<file path="config.mk">
export PLATFORM = sky130hd
export DESIGN_NAME = soft_atten_ctrl
export DESIGN_NICKNAME = d
export VERILOG_FILES = /design/src/rtl/soft_atten_pkg.sv /design/src/rtl/atten_bank.sv /design/src/rtl/gain_stepper.sv /design/src/rtl/zero_run_det.sv /design/src/rtl/soft_atten_ctrl.sv
export SDC_FILE = /design/constraint.sdc
export NUM_CORES = 1
export LEC_CHECK = 0
export CAP_MARGIN = 5
export CORE_UTILIZATION = 65
export DETAILED_ROUTE_END_ITERATION = 10
export DONT_BUFFER_PORTS = 1
export PLACE_DENSITY = 0.81
export SLEW_MARGIN = 5
export SYNTH_ARGS = -nofsm -noshare
export SYNTH_HDL_FRONTEND = slang
export SYNTH_SLANG_ARGS = --single-unit
</file>
<file path="constraint.sdc">
create_clock -name clk -period 6.84 [get_ports clk]
set_input_delay 0 -clock clk [delete_from_list [all_inputs] [get_ports clk]]
set_output_delay 0 -clock clk [all_outputs]
set_load 0.01 [all_outputs]
</file>
<file path="src/rtl/soft_atten_pkg.sv">
package soft_atten_pkg;
  localparam int CODE_W = 8;
  localparam int NCH    = 2;
  localparam int CH_L   = 0;
  localparam int CH_R   = 1;

  typedef logic [CODE_W-1:0] code_t;

  localparam code_t CODE_UNITY = {CODE_W{1'b1}};
  localparam code_t CODE_SILENT = '0;
endpackage

</file>
<file path="src/rtl/atten_bank.sv">
module atten_bank
  import soft_atten_pkg::*;
(
  input  logic  clk,
  input  logic  rst_n,
  input  logic  wr_en,
  input  logic  wr_sel,
  input  logic  wr_load,
  input  code_t wr_code,
  input  logic  common_en,
  input  logic  muted,
  output code_t tgt_l,
  output code_t tgt_r
);

  logic [NCH-1:0][CODE_W-1:0] hold_q, hold_d;
  logic [NCH-1:0][CODE_W-1:0] act_q, act_d;

  // next-state: hold register written first, load copies both
  always_comb begin
    hold_d = hold_q;
    act_d  = act_q;
    hold_d[wr_sel] = wr_code;
    if (wr_load) act_d = hold_d;
  end

  always_ff @(posedge clk or negedge rst_n) begin
    if (!rst_n) begin
      hold_q <= {NCH{CODE_UNITY}};
      act_q  <= {NCH{CODE_UNITY}};
    end else if (wr_en) begin
      hold_q <= hold_d;
      act_q  <= act_d;
    end
  end

  always_comb begin
    tgt_l = muted ? CODE_SILENT : code_t'(act_q[CH_L]);
    tgt_r = muted ? CODE_SILENT :
            (common_en ? code_t'(act_q[CH_L]) : code_t'(act_q[CH_R]));
  end

endmodule

</file>
<file path="src/rtl/gain_stepper.sv">
module gain_stepper
  import soft_atten_pkg::*;
#(
  parameter int STEP_PERIOD = 128
) (
  input  logic  clk,
  input  logic  rst_n,
  input  logic  fs_tick,
  input  code_t tgt,
  output code_t gain
);

  localparam int CW = (STEP_PERIOD > 2) ? $clog2(STEP_PERIOD) : 1;
  localparam logic [CW-1:0] CNT_LAST = CW'(STEP_PERIOD - 1);

  logic [CW-1:0] cnt_q, cnt_d;
  code_t         gain_q, gain_d;
  logic          run_en;

  assign run_en = (gain_q != tgt) ? fs_tick : 1'b1;

  always_comb begin
    cnt_d  = cnt_q;
    gain_d = gain_q;
    if (gain_q == tgt) begin
      cnt_d = '0;
    end else if (cnt_q == CNT_LAST) begin
      cnt_d  = '0;
      gain_d = (gain_q < tgt) ? gain_q + code_t'(1) : gain_q - code_t'(1);
    end else begin
      cnt_d = cnt_q + CW'(1);
    end
  end

  always_ff @(posedge clk or negedge rst_n) begin
    if (!rst_n) begin
      cnt_q  <= '0;
      gain_q <= CODE_UNITY;
    end else if (run_en) begin
      cnt_q  <= cnt_d;
      gain_q <= gain_d;
    end
  end

  assign gain = gain_q;

endmodule

</file>
<file path="src/rtl/zero_run_det.sv">
module zero_run_det #(
  parameter int ZERO_RUN = 1024
) (
  input  logic clk,
  input  logic rst_n,
  input  logic fs_tick,
  input  logic zero_l,
  input  logic zero_r,
  input  logic zdet_en,
  output logic flag
);

  localparam int CW = $clog2(ZERO_RUN + 1);
  localparam logic [CW-1:0] RUN_FULL = CW'(ZERO_RUN);

  logic [CW-1:0] run_q, run_d;
  logic          full;

  assign full = (run_q == RUN_FULL);

  always_comb begin
    if (!(zero_l && zero_r)) run_d = '0;
    else if (full)           run_d = run_q;
    else                     run_d = run_q + CW'(1);
  end

  always_ff @(posedge clk or negedge rst_n) begin
    if (!rst_n)       run_q <= '0;
    else if (fs_tick) run_q <= run_d;
  end

  assign flag = zdet_en && full;

endmodule

</file>
<file path="src/rtl/soft_atten_ctrl.sv">
module soft_atten_ctrl
  import soft_atten_pkg::*;
#(
  parameter int STEP_PERIOD = 128,
  parameter int ZERO_RUN    = 1024
) (
  input  logic       clk,
  input  logic       rst_n,
  input  logic       fs_tick,
  input  logic       wr_en,
  input  logic       wr_sel,
  input  logic       wr_load,
  input  logic [7:0] wr_code,
  input  logic       common_en,
  input  logic       mute_n,
  input  logic       mute_bit,
  input  logic       zdet_en,
  input  logic       zero_l,
  input  logic       zero_r,
  output logic [7:0] gain_l,
  output logic [7:0] gain_r,
  output logic       auto_mute
);

  logic [1:0] rst_sync_q;
  logic       srst_n;
  logic       muted;
  logic [NCH-1:0][CODE_W-1:0] tgt_v;
  logic [NCH-1:0][CODE_W-1:0] gain_v;
  code_t      tgt_l, tgt_r;

  // asynchronous assert, synchronous release
  always_ff @(posedge clk or negedge rst_n) begin
    if (!rst_n) rst_sync_q <= 2'b00;
    else        rst_sync_q <= {rst_sync_q[0], 1'b1};
  end
  assign srst_n = rst_sync_q[1];

  assign muted = !mute_n || mute_bit;

  atten_bank u_bank (
    .clk       (clk),
    .rst_n     (srst_n),
    .wr_en     (wr_en),
    .wr_sel    (wr_sel),
    .wr_load   (wr_load),
    .wr_code   (wr_code),
    .common_en (common_en),
    .muted     (muted),
    .tgt_l     (tgt_l),
    .tgt_r     (tgt_r)
  );

  assign tgt_v[CH_L] = tgt_l;
  assign tgt_v[CH_R] = tgt_r;

  for (genvar c = 0; c < NCH; c++) begin : g_ch
    gain_stepper #(.STEP_PERIOD(STEP_PERIOD)) u_step (
      .clk     (clk),
      .rst_n   (srst_n),
      .fs_tick (fs_tick),
      .tgt     (tgt_v[c]),
      .gain    (gain_v[c])
    );
  end

  zero_run_det #(.ZERO_RUN(ZERO_RUN)) u_zero (
    .clk     (clk),
    .rst_n   (srst_n),
    .fs_tick (fs_tick),
    .zero_l  (zero_l),
    .zero_r  (zero_r),
    .zdet_en (zdet_en),
    .flag    (auto_mute)
  );

  assign gain_l = gain_v[CH_L];
  assign gain_r = gain_v[CH_R];

endmodule

</file>
# Word level (Yosys, flattened, before mapping)
# Index checks and enable logic that the tools add are counted.
[totals]
reg_bits = 75
latchBits = 0
mem_bits_rw = 0
romBits = 0
inputBits = 20
word_cells = 56
mem_count = 0
[op_classes]
addsub = 7
n_mul = 0
div_mod_pow = 0
n_lt_le_gt_ge = 4
eq_ne = 8
shifts = 0
muxes = 16
n_bitwise = 2
reduce_logical = 9
[ops]
columns = ["operator", "count"]
rows = [
  ["8-bit two-way mux", 6],
  ["7-bit two-way mux", 4],
  ["11-bit two-way mux", 2],
  ["8-bit by 1-bit adder with 8-bit output, second input constant", 2],
  ["16-bit bitwise mux", 1],
  ["8-bit equality test", 2],
  ["8-bit < comparator", 2],
  ["8-bit inequality test", 2],
  ["8-bit by 1-bit subtractor with 8-bit output, second input constant", 2],
  ["7-bit by 1-bit adder with 7-bit output, second input constant", 2],
  ["7-bit equality test, second input constant", 2],
  ["11-bit by 1-bit adder with 11-bit output, second input constant", 1],
  ["11-bit equality test, second input constant", 1],
  ["8-bit demux with 1-bit select", 1],
  ["3-bit AND reduction", 2],
  ["2-bit AND reduction", 2],
  ["1-bit logical AND", 3],
  ["1-bit by 2-bit < comparator with 1-bit output, second input constant", 1],
  ["1-bit two-way mux", 2],
  ["2-bit inequality test, second input constant", 1],
  ["1-bit inverter", 2],
  ["1-bit >= comparator, second input constant", 1],
  ["1-bit zero test", 1],
  ["1-bit logical OR", 1],
]

# Depth between registers and ports, before layout
[depth]
word_depth = 6
depth_mapped = 16

# Cells and area by module
# From an unflattened synthesis, not the netlist that was laid out.
[hier_totals]
hier_cells = 448
hier_area_um2 = 4594.4
[modules_own_cells]
columns = ["mod", "instances", "cells_per_inst", "area_per_inst_um2", "seq_area_each_um2"]
rows = [
  ["atten_bank", 1, 134, 1642.8, 840.8],
  ["gain_stepper at g_ch[1].u_step", 1, 117, 1113.6, 385.4],
  ["gain_stepper at g_ch[0].u_step", 1, 119, 1089.8, 385.4],
  ["zero_run_det", 1, 74, 688.2, 275.3],
  ["soft_atten_ctrl", 1, 4, 60.1, 50.0],
]

# Worst setup path after synthesis
# No wires, ideal clock.
[synth_path]
path_kind = "input -> register"
from = "input mute_n"
to = "register g_ch[0].u_step.gain_q[7]"
setup_ps = 83
arrival_ps = 2973
required_time_ps = 6757
path_slack_ps = 3784
path_stages = 15
path_buffers = 2
cell_sequence = "nor2b_1 > clkbuf_1 > clkbuf_1 > nand2_1 > ha_1 > a21oi_1 > nand2_1 > a211oi_1 > inv_1 > ha_1 > or4_1 > o22ai_1 > xnor2_1 > nor2_1 > xor2_1"
[synth_between]
elab_chain_len = 6
word_cells_on_any_way = 10
[synth_lines]
columns = ["item", "line_no", "rtl"]
rows = [
  ["start: declaration", "soft_atten_ctrl.sv:15", "input logic mute_n,"],
  ["1-bit zero test (*)", "soft_atten_ctrl.sv:39", "assign muted = !mute_n || mute_bit;"],
  ["1-bit logical OR (*)", "soft_atten_ctrl.sv:39", ""],
  ["8-bit two-way mux (*)", "atten_bank.sv:38", "tgt_l = muted ? CODE_SILENT : code_t'(act_q[CH_L]);"],
  ["parallel branches: the longest is 3 deep, another holds 8-bit < comparator", "n/a", ""],
  ["end signal: assignment", "gain_stepper.sv:41", "gain_q <= gain_d;"],
  ["end: declaration", "gain_stepper.sv:17", "code_t gain_q, gain_d;"],
]
# Every way passes the cells marked *.
# A chain may end at the register's enable or synchronous reset.

# Final worst setup path
[layout_path]
from = "register u_bank.act_q[3] (netlist bit)"
to = "register g_ch[0].u_step.gain_q[6]"
[layout_between]
elab_chain_len = 4
word_cells_on_any_way = 8
[layout_lines]
columns = ["item", "line_no", "rtl"]
rows = [
  ["start: declaration", "atten_bank.sv:17", "logic [NCH-1:0][CODE_W-1:0] act_q, act_d;"],
  ["start signal: assignment", "atten_bank.sv:30", "act_q <= {NCH{CODE_UNITY}};"],
  ["start signal: assignment", "atten_bank.sv:33", "act_q <= act_d;"],
  ["8-bit two-way mux (*)", "atten_bank.sv:38", ""],
  ["parallel branches: the longest is 3 deep, another holds 8-bit < comparator", "n/a", ""],
]
# Marked as above.

==> results.json <==
{
  "rsz0062_at_grt": "false",
  "critPathRequiredTime_ps": 7110,
  "antenna_found_initial": 0,
  "peakVddDrop_mv": 0.1854,
  "track_usage_pct": 24.16,
  "grt_pass1_vias": 2914,
  "r2r-start": "u_bank.act_q[3]",
  "drt_iter0_markers": 166,
  "via_per_inst": 5.834,
  "r2r_slack_ps": 3510,
  "grt_max_degree": 74,
  "core_area_um2": 6350,
  "finalNonFillerCells": 512,
  "fin_tns_setup_ps": 0,
  "dp_hpwl_mm": 5.330,
  "finalClockSkew_ps": 9.986,
  "crit_start": "u_bank.act_q[3]",
  "antenna_cells": 0,
  "relSlewSlack_pct": 16.57,
  "seqCellArea_um2": 1938,
  "floorplan.rows": 29,
  "gp_congestion": 0.8967,
  "multi_input_area_um2": 2241,
  "ant_nets": 0,
  "drive_gt1_share_pct": 21.84,
  "die_x_um": 83.17,
  "clk_path_buf_depth": 2,
  "io_buffers": 0,
  "hold_path_depth": 4,
  "p_per_area_nw_per_um2": 234.8,
  "grt_pass1_wl_mm": 13.34,
  "synth-seq-cells": 75,
  "htreeDepth": 3,
  "min_period_ps": 3326,
  "die_h_um": 83.17,
  "wl_met2_mm": 3.681,
  "syn_area_um2": 4283,
  "num-fill-cells": 429,
  "post-cts-setup-buffer-count": 0,
  "outcome": "completed",
  "wl_met3_um": 243,
  "clock_sinks": 75,
  "max_clock_freq_ghz": 0.3007,
  "drv_cap": 0,
  "first_pass_iters": 4,
  "synth_nets": 472,
  "cts_tree": "yes",
  "die-area_um2": 6917,
  "routed.top_layer": "met4",
  "worstHoldStart": "fs_tick",
  "worstHoldEndpoint": "u_zero.run_q[4]",
  "drv_slew": 0,
  "p_leak_nw": 2.023,
  "clock_latency_ps": 350,
  "hold_viol_final": 0,
  "worstMarginPinSlew_ps": 1240,
  "ios": 37,
  "drt-met1-wl_mm": 3.696,
  "finalPower_w": 0.001100,
  "cp-end-kind": "flop",
  "synth_edf_count": 0,
  "root_buffer": "clkbuf_8",
  "place_inst": 482,
  "synth_flop_cell": "dfstp_2",
  "totalWireLength_mm": 7.693,
  "via_count": 2987,
  "yosys_warnings": 0,
  "fin_nets": 484,
  "ff2ff_path_depth": 13,
  "crit_path_max_fanout": 6,
  "synth.distinct_cells": 41,
  "path_class": "reg -> reg",
  "initial_core_util_pct": 67.45,
  "overflow": 0,
  "startpoint_type": "flop",
  "remaining_drc_errors": 0,
  "arrival_ps": 3600,
  "finalSetupViolCount": 0,
  "synth_cells": 418,
  "fin_util_pct": 73.79,
  "ys_seq_area_share_pct": 45.22,
  "wire_per_inst_um": 15.03,
  "clkTransAtPathRegs_ps": 80,
  "avgSynthCellArea_um2": 10.25,
  "hold_class": "in -> reg",
  "timing.rr.end": "g_ch[0].u_step.gain[6]",
  "syn2layout_area_growth_pct": 9.407,
  "cts_made_buffers": 9,
  "post-route-period-util_pct": 48.62,
  "ys_async_sr_fraction_pct": 100.0
}
==> critical path, stage by stage, from the launching register on <==
cell and delay (ps):
dfstp_2 560, nand2_1 60, ha_1 360, a21oi_1 140
a31oi_1 100, a211oi_1 470, inv_1 250, ha_1 380
nor2b_1 140, o21ai_0 180, nand2b_1 130, a31oi_1 220
xor2_1 90, o21ai_0 180
==> layout by cell type (no fill, tap or decap), types with 5 or more instances in the layout <==
cell           netlist  final
o21ai_0             21     21
xnor2_1             11     11
nand3_1              6      6
nor2b_1              5      5
dfrtp_1             27     26
dfstp_2             48     48
inv_1               10     10
mux2i_1             20     20
nor2_1              45     45
clkbuf_8             0      9
ha_1                32     32
mux2_2              26     26
nand2_1             44     44
dlygate4sd3_1        0     14
xor2_1              17     17
a21oi_1             30     30
nand4_1             13     13
==> metal layers <==
| metal | up-vias | global-route usage (%) |
|---|---|---|
| li1 | 1498 | - |
| met1 | 1429 | 33.40 |
| met2 | 51 | 37.33 |
| met3 | 9 | 5.169 |
| met4 | 0 | 9.718 |
| met5 | - | 0 |
==> timing repair <==
action                                 4_1_cts  5_1_grt
hold buffers                                14        0
setup endpoints to repair                    0        0
endpoints found under the hold margin       48        0
resized for setup                            0        0
==> layout make-up <==
type / count / share of cell area [%]
tap: 77 / 2.056
clock buffer: 10 / 2.724
sequential: 75 / 41.36
inverter: 10 / 0.8011
clock inverter: 6 / 1.923
multi-input combinational: 318 / 47.82
timing repair buffer: 16 / 3.311
==> worst max-delay path by stage <==
stage                                        end  slack (ps)  depth (start not counted)
after CTS                 g_ch[1].u_step.gain[7]        3490                         14
after floorplan           g_ch[0].u_step.gain[7]        3780                         15
final                     g_ch[0].u_step.gain[6]        3510                         13
after global placement    g_ch[0].u_step.gain[7]        3510                         13
after detailed placement  g_ch[0].u_step.gain[6]        3340                         14
after global routing      g_ch[0].u_step.gain[7]        3260                         12
==> power breakdown <==
part	switching [W]	internal [W]
Sequential	0.0000359	0.000511
Clock	0.000171	0.000206
Combinational	0.0000937	0.0000829
Total	0.000300	0.000800
==> synthesized netlist by cell type (all sizes together), types with 13 or more instances <==
cell type  number  area, um2
o21ai          21      105.1
nand2          44      165.2
dfstp          48       1261
a21oi          30      150.1
dfrtp          27      675.7
nor2           45      168.9
mux2i          20      200.2
xor2           17      148.9
mux2           26      292.8
ha             32      400.4
nand4          13      81.33
==> cell families after synthesis <==
family          after synthesis  share of synthesized area [%]
simple gates                135                          14.70
flops                        75                          45.22
compound gates               74                          10.02
mux                          46                          11.51
fa+ha+maj                    34                          10.28
xor+xnor                     28                          5.726
buf+inv                      25                          2.454
other cells                   1                        0.08756
==> stage by stage <==
step | area (um2) | hold slack, ps | worst slack, ps
2_1_floorplan | 4283 | -295.6 | 3784
3_3_place_gp | 4328 | -295.5 | 3507
3_5_place_dp | 4328 | -295.5 | 3337
4_1_cts | 4686 | 60.60 | 3487
5_1_grt | 4686 | 100.7 | 3260
6_report | 4686 | 76.35 | 3514
==> state kept, by name, summed over array words and instances (netlist names) <==
register,count
g_ch.u_step.gain,16
g_ch.u_step.cnt_q,14
u_zero.run_q,11
rst_sync_q,2
u_bank.act_q,16
u_bank.hold_q,16
No activity file was read; power rests on OpenSTA's default activity.
